==> src/rtl/tlu_pkg.sv <==
package tlu_pkg;

    localparam int unsigned ADDR_ENABLE     = 0;
    localparam int unsigned ADDR_LATCH      = 1;
    localparam int unsigned ADDR_PRESC_BASE = 2;

    typedef enum logic [1:0] {
        REG_ENABLE,
        REG_LATCH,
        REG_PRESC,
        REG_NONE
    } reg_kind_e;

    function automatic reg_kind_e decode_addr(input int unsigned a, input int unsigned nsrc);
        if (a == ADDR_ENABLE)
            return REG_ENABLE;
        if (a == ADDR_LATCH)
            return REG_LATCH;
        if (a >= ADDR_PRESC_BASE && a < ADDR_PRESC_BASE + nsrc)
            return REG_PRESC;
        return REG_NONE;
    endfunction

endpackage

==> src/rtl/tlu_latch.sv <==
module tlu_latch #(
    parameter int W = 16
) (
    input  logic         clk,
    input  logic         rst_n,
    input  logic         strobe,
    input  logic         clear,
    input  logic [W-1:0] trig,
    output logic [W-1:0] pattern
);

    typedef struct packed {
        logic [W-1:0] pat;
        logic         held;
    } lat_t;

    lat_t lat_d, lat_q;

    always_comb begin
        lat_d = lat_q;
        if (clear) begin
            lat_d.pat  = '0;
            lat_d.held = 1'b0;
        end else if (strobe && !lat_q.held) begin
            lat_d.pat  = trig;
            lat_d.held = 1'b1;
        end
    end

    always_ff @(posedge clk) begin
        if (!rst_n)
            lat_q <= '0;
        else
            lat_q <= lat_d;
    end

    assign pattern = lat_q.pat;

endmodule

==> src/rtl/tlu_prescaler.sv <==
module tlu_prescaler #(
    parameter int PW = 8
) (
    input  logic          clk,
    input  logic          rst_n,
    input  logic          trig,
    input  logic          enable,
    input  logic [PW-1:0] limit,
    input  logic          restart,
    output logic          fire
);

    typedef struct packed {
        logic          prev;
        logic [PW-1:0] cnt;
        logic          fire;
    } ps_t;

    ps_t ps_d, ps_q;

    logic          rise;
    logic [PW:0]   eff_limit;
    logic [PW:0]   next_cnt;

    always_comb begin
        ps_d      = ps_q;
        ps_d.prev = trig;
        ps_d.fire = 1'b0;
        rise      = trig & ~ps_q.prev;
        eff_limit = (limit == '0) ? (PW+1)'(1) : {1'b0, limit};
        next_cnt  = {1'b0, ps_q.cnt} + (PW+1)'(1);
        if (restart) begin
            ps_d.cnt = '0;
        end else if (enable && rise) begin
            if (next_cnt >= eff_limit) begin
                ps_d.cnt  = '0;
                ps_d.fire = 1'b1;
            end else begin
                ps_d.cnt = next_cnt[PW-1:0];
            end
        end
    end

    always_ff @(posedge clk) begin
        if (!rst_n)
            ps_q <= '0;
        else
            ps_q <= ps_d;
    end

    assign fire = ps_q.fire;

endmodule

==> src/rtl/tlu_regs.sv <==
module tlu_regs
    import tlu_pkg::*;
#(
    parameter int NSRC = 16,
    parameter int PW   = 8,
    parameter int DW   = 16,
    parameter int AW   = 5
) (
    input  logic                     clk,
    input  logic                     rst_n,
    input  logic                     wr,
    input  logic [AW-1:0]            addr,
    input  logic [DW-1:0]            wdata,
    input  logic [NSRC-1:0]          latched,
    output logic [DW-1:0]            rdata,
    output logic [NSRC-1:0]          enable,
    output logic [NSRC-1:0][PW-1:0]  limits,
    output logic                     restart
);

    localparam int IW = (NSRC > 1) ? $clog2(NSRC) : 1;

    typedef struct packed {
        logic [NSRC-1:0]         en;
        logic [NSRC-1:0][PW-1:0] lim;
    } cfg_t;

    cfg_t      cfg_d, cfg_q;
    reg_kind_e kind;
    logic [IW-1:0] sel;

    always_comb begin
        kind  = decode_addr(32'(addr), NSRC);
        sel   = IW'(addr - AW'(ADDR_PRESC_BASE));
        cfg_d = cfg_q;
        if (wr) begin
            case (kind)
                REG_ENABLE: cfg_d.en       = wdata[NSRC-1:0];
                REG_PRESC:  cfg_d.lim[sel] = wdata[PW-1:0];
                default: ;
            endcase
        end
        rdata = '0;
        case (kind)
            REG_ENABLE: rdata[NSRC-1:0] = cfg_q.en;
            REG_LATCH:  rdata[NSRC-1:0] = latched;
            REG_PRESC:  rdata[PW-1:0]   = cfg_q.lim[sel];
            default: ;
        endcase
        restart = wr && (kind == REG_ENABLE || kind == REG_PRESC);
    end

    always_ff @(posedge clk) begin
        if (!rst_n) begin
            cfg_q.en <= '0;
            for (int i = 0; i < NSRC; i++)
                cfg_q.lim[i] <= PW'(1);
        end else begin
            cfg_q <= cfg_d;
        end
    end

    assign enable = cfg_q.en;
    assign limits = cfg_q.lim;

endmodule

==> src/rtl/trig_capture_gate.sv <==
module trig_capture_gate #(
    parameter int NSRC = 16,
    parameter int PW   = 8,
    parameter int DW   = 16,
    parameter int AW   = $clog2(NSRC + 2)
) (
    input  logic            clk,
    input  logic            rst_n,
    input  logic [NSRC-1:0] trig_in,
    input  logic            latch_strobe,
    input  logic            latch_clear,
    input  logic            reg_wr,
    input  logic [AW-1:0]   reg_addr,
    input  logic [DW-1:0]   reg_wdata,
    output logic [DW-1:0]   reg_rdata,
    output logic [NSRC-1:0] latched_out,
    output logic [NSRC-1:0] enable_out,
    output logic [NSRC-1:0] trig_out
);

    logic [NSRC-1:0][PW-1:0] limits;
    logic                    restart;

    tlu_latch #(.W(NSRC)) u_latch (
        .clk     (clk),
        .rst_n   (rst_n),
        .strobe  (latch_strobe),
        .clear   (latch_clear),
        .trig    (trig_in),
        .pattern (latched_out)
    );

    tlu_regs #(.NSRC(NSRC), .PW(PW), .DW(DW), .AW(AW)) u_regs (
        .clk     (clk),
        .rst_n   (rst_n),
        .wr      (reg_wr),
        .addr    (reg_addr),
        .wdata   (reg_wdata),
        .latched (latched_out),
        .rdata   (reg_rdata),
        .enable  (enable_out),
        .limits  (limits),
        .restart (restart)
    );

    for (genvar g = 0; g < NSRC; g++) begin : g_src
        tlu_prescaler #(.PW(PW)) u_ps (
            .clk     (clk),
            .rst_n   (rst_n),
            .trig    (trig_in[g]),
            .enable  (enable_out[g]),
            .limit   (limits[g]),
            .restart (restart),
            .fire    (trig_out[g])
        );
    end

endmodule

==> config.mk <==
export PLATFORM = sky130hd
export DESIGN_NAME = trig_capture_gate
export DESIGN_NICKNAME = d
export VERILOG_FILES = /design/src/rtl/tlu_pkg.sv /design/src/rtl/tlu_latch.sv /design/src/rtl/tlu_prescaler.sv /design/src/rtl/tlu_regs.sv /design/src/rtl/trig_capture_gate.sv
export SDC_FILE = /design/constraint.sdc
export NUM_CORES = 1
export LEC_CHECK = 0
export ABC_AREA = 1
export BUFFER_PORTS_ARGS = -buffer_cell sky130_fd_sc_hd__buf_2
export CAP_MARGIN = 15
export CORE_AREA = 2 2 165 288
export CTS_BUF_LIST = sky130_fd_sc_hd__clkbuf_4
export DETAILED_ROUTE_END_ITERATION = 8
export DIE_AREA = 0 0 167 290
export SLEW_MARGIN = 20
export SYNTH_ARGS = -nofsm -noshare
export SYNTH_HDL_FRONTEND = slang
export SYNTH_SLANG_ARGS = --single-unit
==> constraint.sdc <==
create_clock -name clk -period 3.86 [get_ports clk]
set_input_delay 0.193 -clock clk [delete_from_list [all_inputs] [get_ports clk]]
set_output_delay 0.193 -clock clk [all_outputs]
set_load 0.02 [all_outputs]
# Yosys cells after proc, flatten, opt, wreduce, memory -nomap -nowiden
# Cells that the tools add are included.
[word_totals] inputBits=42 latch_bits=0 reg_bits=321 rom_bits=0 ramBits=0 n_memories=0
[op_classes] order_cmp=20 n_addsub=17 shifts=0 bitwise=49 n_eq_ne=3 n_reduce_logical=60 n_div=0 mul=0 n_mux=67
[op_table] cell="$mux W8" n=34
[op_table] cell="$add A8 B1 Y9 const B" n=16
[op_table] cell="$ge A9 B9 Y1" n=16
[op_table] cell="$bwmux W128" n=1
[op_table] cell="$logic_not A8 Y1" n=16
[op_table] cell="$reduce_or A3 Y1" n=16
[op_table] cell="$not A1 Y1" n=33
[op_table] cell="$bmux W8 S4" n=1
[op_table] cell="$demux W8 S4" n=1
[op_table] cell="$pmux W8 S3" n=1
[op_table] cell="$mux W1" n=22
[op_table] cell="$logic_and A1 B1 Y1" n=20
[op_table] cell="$and A1 B1 Y1" n=16
[op_table] cell="$pmux W8 S2" n=1
[op_table] cell="$mux W2" n=6
[op_table] cell="$eq A5 B1 Y1 const B" n=1
[op_table] cell="$ge A5 B2 Y1 const B" n=1
[op_table] cell="$logic_not A5 Y1" n=1
[op_table] cell="$lt A4 B5 Y1 const B" n=1
[op_table] cell="$lt A5 B5 Y1 const B" n=1
[op_table] cell="$ge A4 B1 Y1 const B" n=1
[op_table] cell="$reduce_and A2 Y1" n=2
[op_table] cell="$reduce_or A2 Y1" n=2
[op_table] cell="$sub A4 B2 Y4 const B" n=1
[op_table] cell="other kinds (5)" n=5

# Longest topological paths before layout
# Gate-level depths: netlist of the first run.
[logic_depth] word_depth=12 ltp_mapped=16

# Cells and area by module
# From an unflattened synthesis of the first run, not the netlist that was laid out.
[hier_totals] cells_unflattened=3121 area_unflattened_um2=20811.2
[by_module_without_submodules] module="tlu_prescaler" cells_each=113 area_each_um2=779.5 n_inst=16 seq_area_each_um2=200.2
[by_module_without_submodules] module="tlu_regs" cells_each=1189 area_each_um2=7479.7 n_inst=1 seq_area_each_um2=2882.8
[by_module_without_submodules] module="tlu_latch" cells_each=124 area_each_um2=859.6 n_inst=1 seq_area_each_um2=340.3

# Worst setup path before layout of the first run
# No wires, ideal clock.
[synth_timing] path_type="register to register" from="reg g_src[0].u_ps.ps_q[1] (netlist bit)" to="reg g_src[0].u_ps.ps_q[1] (netlist bit)" path_stages_with_launch=16 arrival_time_ps=2127 path_slack_ps=1666 n_path_buf=0 period_less_slack_ps=2194 required_time_ps=3794 cell_sequence="dfxtp_1 -> ha_1 -> nand2_1 -> nor2_1 -> inv_1 -> nor2_1 -> xor2_1 -> ha_1 -> a21o_1 -> nand3_1 -> nand2_1 -> nor2_1 -> nand3_1 -> nand2_1 -> nand2_1 -> nor2_1"
[synth_between] elab_chain_cells=3
[synth_lines] element="start: declaration" line_no="tlu_prescaler.sv:19" source="ps_t ps_d, ps_q;"
[synth_lines] element="start signal: assignment" line_no="tlu_prescaler.sv:48" source="ps_q <= ps_d;"
[synth_lines] element="$add A8 B1 Y9 (*)" line_no="tlu_prescaler.sv:31" source="next_cnt = {1'b0, ps_q.cnt} + (PW+1)'(1);"
[synth_lines] element="$ge A9 B9 Y1" line_no="tlu_prescaler.sv:35" source="if (next_cnt >= eff_limit) begin"
[synth_lines] element="$mux W8 (*)" line_no="tlu_prescaler.sv:35"
# Mark *: on every way between the ends. The rest lies on a longest branch, timed or not.
# A chain may end at the register's enable or synchronous reset.

# Worst setup path after layout of the first run
[layout_timing] from="in reg_addr[0]" to="out reg_rdata[7]"
[layout_between] elab_chain_cells=10 word_cells_on_any_way=23
[layout_lines] element="start: declaration" line_no="trig_capture_gate.sv:13" source="input logic [AW-1:0] reg_addr,"
[layout_lines] element="$ge A5 B2 Y1 / $lt A5 B5 Y1 (equally long branches)" line_no="tlu_pkg.sv:19" source="if (a >= ADDR_PRESC_BASE && a < ADDR_PRESC_BASE + nsrc)"
[layout_lines] element="$logic_and A1 B1 Y1" line_no="tlu_pkg.sv:19"
[layout_lines] element="$mux W1 (2 in a row)" line_no="tlu_pkg.sv:19"
[layout_lines] element="$mux W1" line_no="tlu_pkg.sv:17" source="if (a == ADDR_LATCH)"
[layout_lines] element="$mux W2" line_no="tlu_pkg.sv:21" source="return REG_NONE;"
[layout_lines] element="$mux W2" line_no="tlu_pkg.sv:19"
[layout_lines] element="$mux W2" line_no="tlu_pkg.sv:17"
[layout_lines] element="$eq A2 B2 Y1, or another cell as far along" line_no="tlu_regs.sv:44" source="case (kind)"
[layout_lines] element="$pmux W8 S3 (*)" line_no="tlu_regs.sv:44"
[layout_lines] element="end: declaration" line_no="trig_capture_gate.sv:15" source="output logic [DW-1:0] reg_rdata,"
# Mark *: on every way between the ends. The rest lies on a longest branch, timed or not. The select of a mux whose other input is x is not followed.

==> results of run 1 <==
[final cells by class]
type | instances | share of cell area (%)
Clock inverter | 30 | 0.8574
Antenna cell | 1 | 0.01234
Tap cell | 583 | 3.596
Multi-Input combinational cell | 1690 | 48.41
Clock buffer | 115 | 4.256
Sequential cell | 321 | 31.68
Inverter | 320 | 5.928
Timing Repair Buffer | 163 | 5.255
[metal layers]
| metal | GRT usage [%] | part of all wire, % | vias up |
|---|---|---|---|
| li1 | - | - | 8603 |
| met5 | 0 | 0 | - |
| met2 | 41.59 | 53 | 445 |
| met1 | 22.81 | 37 | 8023 |
| met3 | 3.492 | 4.2 | 154 |
| met4 | 14.11 | 6.0 | 0 |
[registers in the layout, indices dropped and copies added (netlist names)]
signal and cells:
u_regs.enable 16, u_latch.pattern 16, g_src.u_ps.fire 16, u_latch.lat_q 1, u_regs.limits 128, g_src.u_ps.ps_q 144
[cells in the final DEF, fill, tap and decap left out, drive strengths merged, types with 2 or more instances in the layout]
| cell type | n |
|---|---|
| bufinv | 2 |
| a211oi | 4 |
| nand3 | 212 |
| a22oi | 13 |
| o41ai | 12 |
| xor2 | 52 |
| nor2 | 110 |
| inv | 320 |
| buf | 127 |
| dlygate4sd3 | 36 |
| nand2 | 354 |
| ha | 146 |
| clkinv | 27 |
| clkbuf | 115 |
| nor3 | 21 |
| nand3b | 15 |
| a21oi | 320 |
| xnor2 | 45 |
| dfxtp | 321 |
| nor4 | 4 |
| a41o | 4 |
| a31oi | 12 |
| o22ai | 40 |
| o21ai | 275 |
| nand4 | 46 |
| mux2i | 4 |
[cells by family after synthesis]
| logic type | after synthesis | share of synthesized area [%] |
|---|---|---|
| AOI/OAI and AO/OA | 681 | 19.66 |
| xor gates and xnor gates | 97 | 4.656 |
| adders and majority gates | 146 | 10.01 |
| buffers and inverters | 471 | 11.31 |
| DFF | 321 | 35.22 |
| muxes | 4 | 0.2195 |
| and+or+nand+nor | 762 | 18.92 |
[through the flow]
| step | setup WS (ps) | hold slack [ps] | cell area [um2] | cells |
|---|---|---|---|---|
| 6_report | 1007 | 63.01 | 20280 | 3223 |
| 3_5_place_dp | 1048 | 389.5 | 18880 | 3041 |
| 2_1_floorplan | 1666 | 286.5 | 18250 | 2482 |
| 5_1_grt | 897.4 | 68.82 | 20280 | 3223 |
| 3_3_place_gp | 1078 | 386.1 | 18870 | 3041 |
| 4_1_cts | 1040 | 7.028 | 20280 | 3222 |
[critical path, cell delays in order]
cell	delay, ps
buf_2	130
inv_2	60
nand2_1	710
inv_2	410
a21oi_1	320
nand2_1	90
nand2_1	60
nand2_1	50
nand2_1	60
nand3_1	240
nand3_1	140
buf_2	170
[power by group]
part           internal [W]  switching [W]  total (W)
Combinational      0.000202       0.000509   0.000711
Sequential          0.00336      0.0000320    0.00339
Clock               0.00151        0.00147    0.00298
Total               0.00507        0.00201    0.00708
[worst paths after layout]
kind                                       startpoint                     to  cells after the start
worst min register to register      u_regs.limits[88]      u_regs.limits[88]                      2
worst max-delay path                      reg_addr[0]           reg_rdata[7]                     12
worst max register to register  g_src[0].u_ps.ps_q[1]  g_src[0].u_ps.ps_q[7]                     15
worst min-delay path                      reg_addr[0]      u_regs.limits[80]                      5
==> run_results.csv, run 1 <==
group,metric,value,unit
timing,slew_viol_final,0,
clock_network,cts_buffers,83,
layout,nets,2767,
clock_network,ctsHoldBuffers,36,
synthesis,synth_edf_count,0,
timing,hold_viol,0,
status,status,"finished, final reports clean",
timing,post-route-min-period,2853,ps
hold_path,hold_path.class,"input pin to flip-flop",
synthesis,ys_ff_latch,321,
setup_path,ff2ff_setup_slack,1220,ps
global_route,grt_overflow_total,0,
clock_network,cts_root_buffer,"clkbuf_4",
timing,fin_tns_setup,0,ps
synthesis,synth_ff_type,"dfxtp_1",
routing,ant_nets,0,
synthesis,synth.area.top_cells,"dfxtp_1, ha_1, a21oi_1, nand2_1, inv_1",
place,dp_hpwl,40190,um
clock_network,post_cts_buffers,0,
layout,syn2layout_area_growth,11.18,%
layout,n_fill_cell,4698,
global_route,grtUsageTotal,22.28,%
floorplanning,die_w,167,um
synthesis,synth_top_cells_by_count,"nand2_1, dfxtp_1, a21oi_1",
routing,drt_wl_total,55220,um
layout,regArea,6426,um2
timing,period_share,73.90,%
routing,first_iter_violations,1025,
timing,slew_headroom,34.14,%
synthesis,yosys_warnings,0,
synthesis,postSynthAreaPerCell,7.351,um2
global_route,grt_pass1_vias,16760,
timing,skew,48.23,ps
routing,first_pass_iters,5,
global_route,grt_first_pass_wirelength,87020,um
setup_path,start_kind,"input pin",
synthesis,ys_seq_area_share,35.22,%
setup_path,worstPathArrival,2660,ps
timing,rsz0062_at_grt,"no",
synthesis,yosysTopAreaCell,"dfxtp_1",
floorplanning,die_h,290,um
floorplanning,num_rows,104,
global_route,grt_max_degree,87,
synthesis,synth.top_cell.area_share,35.22,%
power_and_ir_drop,ir_drop,202.7,uV
power_and_ir_drop,p_leak,9.208,nW
routing,num_vias,17230,
timing,setup_viol,0,
setup_path,crit_path_end_kind,"output port",
synthesis,synthMostInstantiatedCell,"nand2_1",
setup_path,crit_type,"input pin to output port",
job,drv_cap,0,
clock_network,post_cts_resized,0,
clock_network,clkTransAtPathRegs,70,ps
synthesis,synth_cell_type_count,34,
power_and_ir_drop,p_per_area,349.3,nW/um2
synthesis,syn_inst,2482,
floorplanning,core-area,45930,um2
layout,multi_input_area,9821,um2
clock_network,clock-sinks,321,
power_and_ir_drop,fin_total_pwr,0.007085,W
floorplanning,io_pins,106,
routing,wl_per_cell,17.13,um
place,numPortBuffers,105,
routing,vias_per_cell,5.344,
floorplanning,die_area,48430,um2
synthesis,synth_nets,2670,
clock_network,clock_path_buffers,3,
setup_path,worstPathMaxFanout,23,
clock_network,cts_max_level,3,
setup_path,crit_required,3670,ps
clock_network,cts_tree,"yes",
layout,utilization,44.16,%
global_route,antenna_found_initial,1,
timing,worst_pin_slew,982.5,ps
clock_network,insertion_delay,800,ps
floorplanning,start_util,39.72,%
synthesis,async_flop_share,0,%
synthesis,synth_area,18240,um2
layout,drive_gt1_share,10.99,%
routing,drc_errors,0,
timing,fmax,350.6,MHz
place,routabilityCongestion,0.8827,
Note: power is estimated with default switching activity, not from simulation.
==> inputs of run 2 (changes only) <==
==> constraint.sdc (replaced) <==
create_clock -name clk -period 2.6 [get_ports clk]
set_input_delay 0.13 -clock clk [delete_from_list [all_inputs] [get_ports clk]]
set_output_delay 0.13 -clock clk [all_outputs]
set_load 0.02 [all_outputs]
==> run_results.csv, run 2 (synthesis gave the netlist of run 1 again) <==
group,metric,value,unit
layout,syn2layout_area_growth,14.30,%
job,drv_cap,0,
clock_network,clock-sinks,321,
layout,nets,2821,
timing,fmax,388.4,MHz
power_and_ir_drop,p_per_area,525.4,nW/um2
clock_network,cts_tree,"yes",
setup_path,crit_type,"flip-flop to output port",
timing,worst_pin_slew,800.6,ps
global_route,grt_overflow_total,0,
routing,first_iter_violations,1050,
clock_network,cts_buffers,84,
setup_path,crit_required,2470,ps
clock_network,cts_max_level,3,
timing,slew_viol_final,0,
setup_path,crit_path_end_kind,"output port",
place,numPortBuffers,105,
routing,vias_per_cell,5.311,
layout,layout_common_cells,"nand2_1, dfxtp_1, a21oi_1",
routing,drc_errors,0,
timing,setup_viol,0,
layout,n_fill_cell,4647,
global_route,grt_pass1_vias,16970,
floorplanning,num_rows,104,
setup_path,start_kind,"flip-flop",
layout,top_register,"g_src.u_ps.ps_q",
power_and_ir_drop,ir_drop,307.8,uV
global_route,antenna_found_initial,2,
timing,post-route-worst-setup-slack,25.58,ps
global_route,grtUsageTotal,22.24,%
timing,slew_headroom,46.38,%
layout,largest_reg_flops,144,
status,status,"finished, final reports clean",
layout,utilization,45.40,%
clock_network,clock_path_buffers,3,
routing,ant_nets,0,
timing,period_share,99.02,%
hold_path,hold_path.class,"input pin to flip-flop",
timing,skew,50.61,ps
power_and_ir_drop,p_leak,9.460,nW
routing,wl_per_cell,16.81,um
place,routabilityCongestion,0.8704,
power_and_ir_drop,fin_total_pwr,0.01096,W
floorplanning,die_area,48430,um2
setup_path,worstPathMaxFanout,3,
place,dp_hpwl,39810,um
clock_network,insertion_delay,790,ps
floorplanning,core-area,45930,um2
global_route,grt_first_pass_wirelength,87170,um
floorplanning,io_pins,106,
floorplanning,die_h,290,um
routing,num_vias,17420,
setup_path,worstPathArrival,2440,ps
timing,post-route-min-period,2574,ps
global_route,grt_max_degree,161,
floorplanning,die_w,167,um
floorplanning,start_util,39.72,%
timing,hold_viol,0,
place,preCtsSetupSlack,171.7,ps
layout,final_common_cell,"nand2_1",
clock_network,cts_root_buffer,"clkbuf_4",
routing,first_pass_iters,5,
clock_network,clkTransAtPathRegs,70,ps
timing,fin_tns_setup,0,ps
layout,drive_gt1_share,12.11,%
timing,rsz0062_at_grt,"no",
routing,drt_wl_total,55140,um
-- run 2: changes by cell type in the layout (fill, tap and decap cells not counted), moves of 2 or more --
| cell | change |
|---|---|
| buf_4 | +30 |
| diode_2 | +4 |
| nor2_1 | -2 |
| bufinv_16 | +4 |
| dlygate4sd3_1 | +22 |
| clkbuf_4 | -4 |
| nor2_2 | +2 |
-- run 2: critical path: stages, from the launching register on --
cell and delay, ps:
dfxtp_1 370, o22ai_1 100, o21ai_0 350, buf_4 180, nand2_1 50, nor2_1 140
nand2_1 160, nand3_1 140, buf_2 180
-- run 2: per-layer routing --
layer | up-vias | wire [um] | GRT usage, %
li1 | 8710 | - | -
met1 | 8027 | 20410 | 22.99
met2 | 518 | 29090 | 41.81
met3 | 165 | 2607 | 3.232
met4 | 0 | 3029 | 13.31
met5 | - | 0 | 0
-- run 2: path summary, 6_finish.rpt --
check	from	endpoint	slack, ps	cells past startpoint
worst max-delay path	u_regs.limits[35]	reg_rdata[3]	30	8
worst min-delay path	reg_addr[4]	u_regs.limits[17]	130	6
worst max register to register	g_src[12].u_ps.ps_q[1]	g_src[12].u_ps.ps_q[7]	260	13
worst min register to register	u_regs.limits[112]	u_regs.limits[112]	470	2
-- run 2: metrics by stage --
step | area (um2) | std cells | hold WS, ps
after floorplan | 18250 | 2482 | 223.5
after global placement | 19120 | 3072 | 324.1
after detailed placement | 19120 | 3072 | 329.5
after CTS | 20820 | 3275 | 52.89
after global routing | 20850 | 3277 | 139.3
final | 20850 | 3280 | 125.2
-- run 2: timing repair --
| item | in CTS | in global routing |
|---|---|---|
| hold buffers | 58 | 0 |
| resized for setup | 0 | 6 |
| endpoints found under the hold margin | 304 | 0 |
| setup buffers | 0 | 0 |
| setup endpoints to repair | 0 | 29 |
-- run 2: final cells by class --
cell class | count | area, um2 | area share [%]
well taps | 583 | 729.5 | 3.498
multi-input cells | 1690 | 9826 | 47.12
repair buffers | 216 | 1531 | 7.344
flip-flops and latches | 321 | 6427 | 30.82
diodes | 5 | 12.51 | 0.06000
clock buffers | 111 | 833.3 | 3.996
inverters | 320 | 1202 | 5.766
clock inverters | 34 | 291.5 | 1.398
-- run 2: report_power, final --
group          internal [W]  switching (W)
combinational      0.000343       0.000777
clock               0.00259        0.00222
sequential          0.00499      0.0000456
total               0.00792        0.00304
==> inputs of run 3 (changes only) <==
--- a/config.mk
+++ b/config.mk
@@ -12,6 +12,7 @@
 export CTS_BUF_LIST = sky130_fd_sc_hd__clkbuf_4
 export DETAILED_ROUTE_END_ITERATION = 8
 export DIE_AREA = 0 0 167 290
+export REMOVE_ABC_BUFFERS = 1
 export SLEW_MARGIN = 20
 export SYNTH_ARGS = -nofsm -noshare
 export SYNTH_HDL_FRONTEND = slang
==> run_results.csv, run 3 (synthesis gave the netlist of run 1 again) <==
group,metric,value,unit
timing,slew_headroom,46.55,%
place,dp_hpwl,38970,um
routing,drc_errors,0,
setup_path,path_buf_inv,5,
place,dpl_cell_area,19100,um2
setup_path,worstPathArrival,2270,ps
global_route,gr-usage-met1,24.65,%
routing,ant_nets,0,
layout,largest_reg_flops,144,
global_route,busiest_layer,"met2",
global_route,grt_first_pass_wirelength,86110,um
layout,layout_common_cells,"nand2_1, dfxtp_1, a21oi_1",
clock_network,clock_path_buffers,3,
place,numPortBuffers,105,
timing,rsz0062_at_grt,"no",
layout,design_area,20540,um2
routing,drt_wl_total,54160,um
floorplanning,start_util,39.72,%
status,status,"finished, final reports clean",
timing,hold_viol,0,
layout,utilization,44.71,%
setup_path,crit_path_end_kind,"output port",
global_route,grtUsageTotal,21.91,%
timing,post-route-min-period,2402,ps
timing,slew_viol_final,0,
global_route,use_met2,39.45,%
setup_path,path_common_cell,"nand2_1",
place,routabilityCongestion,0.8860,
timing,fmax,416.3,MHz
clock_network,cts_tree,"yes",
timing,setup_viol,0,
clock_network,post_cts_buffers,0,
floorplanning,num_rows,104,
timing,worst_pin_slew,798.1,ps
setup_path,crit_required,2470,ps
routing,wl_per_cell,16.63,um
layout,syn2layout_area_growth,12.57,%
job,drv_cap,0,
setup_path,crit_type,"input pin to output port",
timing,period_share,92.39,%
setup_path,cpPeakStageDelay,650,ps
setup_path,ff2ff_setup_slack,210,ps
hold_path,hold_path.class,"input pin to flip-flop",
clock_network,insertion_delay,760,ps
layout,n_fill_cell,4732,
routing,num_vias,17340,
routing,first_iter_violations,1076,
routing,vias_per_cell,5.325,
global_route,grt_overflow_total,0,
setup_path,cp_slowest_cell,"dlygate4sd3_1",
clock_network,clkTransAtPathRegs,60,ps
routing,first_pass_iters,7,
setup_path,start_kind,"input pin",
floorplanning,io_pins,106,
clock_network,cts_root_buffer,"clkbuf_4",
floorplanning,die_h,290,um
layout,top_register,"g_src.u_ps.ps_q",
setup_path,worstPathCellList,"buf_2 > nor2_2 > dlygate4sd3_1 > buf_4 > a22oi_1 > nand2_1 > nand2_1 > nand2_1 > inv_1 > nand3_1 > nand3_1 > buf_2",
layout,instances_no_fill,3256,
global_route,antenna_found_initial,2,
layout,nets,2810,
setup_path,worstPathMaxFanout,11,
power_and_ir_drop,ir_drop,250.1,uV
timing,skew,26.38,ps
floorplanning,die_area,48430,um2
power_and_ir_drop,p_leak,9.343,nW
layout,final_common_cell,"nand2_1",
clock_network,cts_max_level,3,
place,dp.cells,3074,
global_route,grt_pass1_vias,16950,
layout,drive_gt1_share,11.69,%
setup_path,cpLargestDelayFamily,"buffers and inverters",
timing,fin_tns_setup,0,ps
global_route,grt_max_degree,161,
clock_network,cts_buffers,79,
floorplanning,die_w,167,um
power_and_ir_drop,p_per_area,497.6,nW/um2
global_route,use_met3,3.342,%
floorplanning,core-area,45930,um2
clock_network,clock-sinks,321,
-- run 3: cell type report --
cell class | instances | area, um2 | share of cell area (%)
Multi-Input combinational cell | 1690 | 9772 | 47.58
Sequential cell | 321 | 6426 | 31.29
Timing Repair Buffer | 210 | 1479 | 7.201
Inverter | 320 | 1202 | 5.854
Clock buffer | 116 | 870.8 | 4.240
Tap cell | 583 | 729.5 | 3.552
Clock inverter | 13 | 51.30 | 0.2498
Antenna cell | 3 | 7.507 | 0.03655
-- run 3: path summary, 6_finish.rpt --
check | cells past startpoint | endpoint | start
max | 12 | reg_rdata[0] | reg_addr[0]
max reg2reg | 12 | g_src[10].u_ps.ps_q[1] | g_src[10].u_ps.ps_q[1]
min | 6 | u_regs.limits[24] | reg_addr[0]
min reg2reg | 2 | u_regs.limits[112] | u_regs.limits[112]
-- run 3: what timing repair did --
item,4_1_cts,5_1_grt
hold buffers,50,0
endpoints found under the hold margin,301,0
gates resized for setup,0,2
setup endpoints to repair,0,16
-- run 3: power by group --
part,internal [W],switching (W)
combinational,0.000338,0.000767
sequential,0.00499,0.0000455
clock,0.00202,0.00206
total,0.00734,0.00288
-- run 3: metal layers --
metal	up-vias	wire (um)
li1	8667	-
met4	2	2497
met3	153	2741
met2	467	27140
met5	-	11
met1	8048	21770
-- run 3: through the flow --
stage | hold slack [ps] | power (W) | setup slack (ps)
after CTS | 6.400 | 0.01036 | 171.1
final | 76.58 | 0.01022 | 198.0
after global routing | 79.00 | 0.01070 | 0.9461
after detailed placement | 325.3 | 0.006178 | 196.8
after floorplan | 214.5 | 0.005712 | 51.70
after global placement | 322.5 | 0.006161 | 282.5
-- run 3: worst min-delay path, stage by stage --
cell and delay (ps):
buf_2 140, inv_2 80, nor2_2 40, buf_4 210, nand4_1 120, nand3_1 60
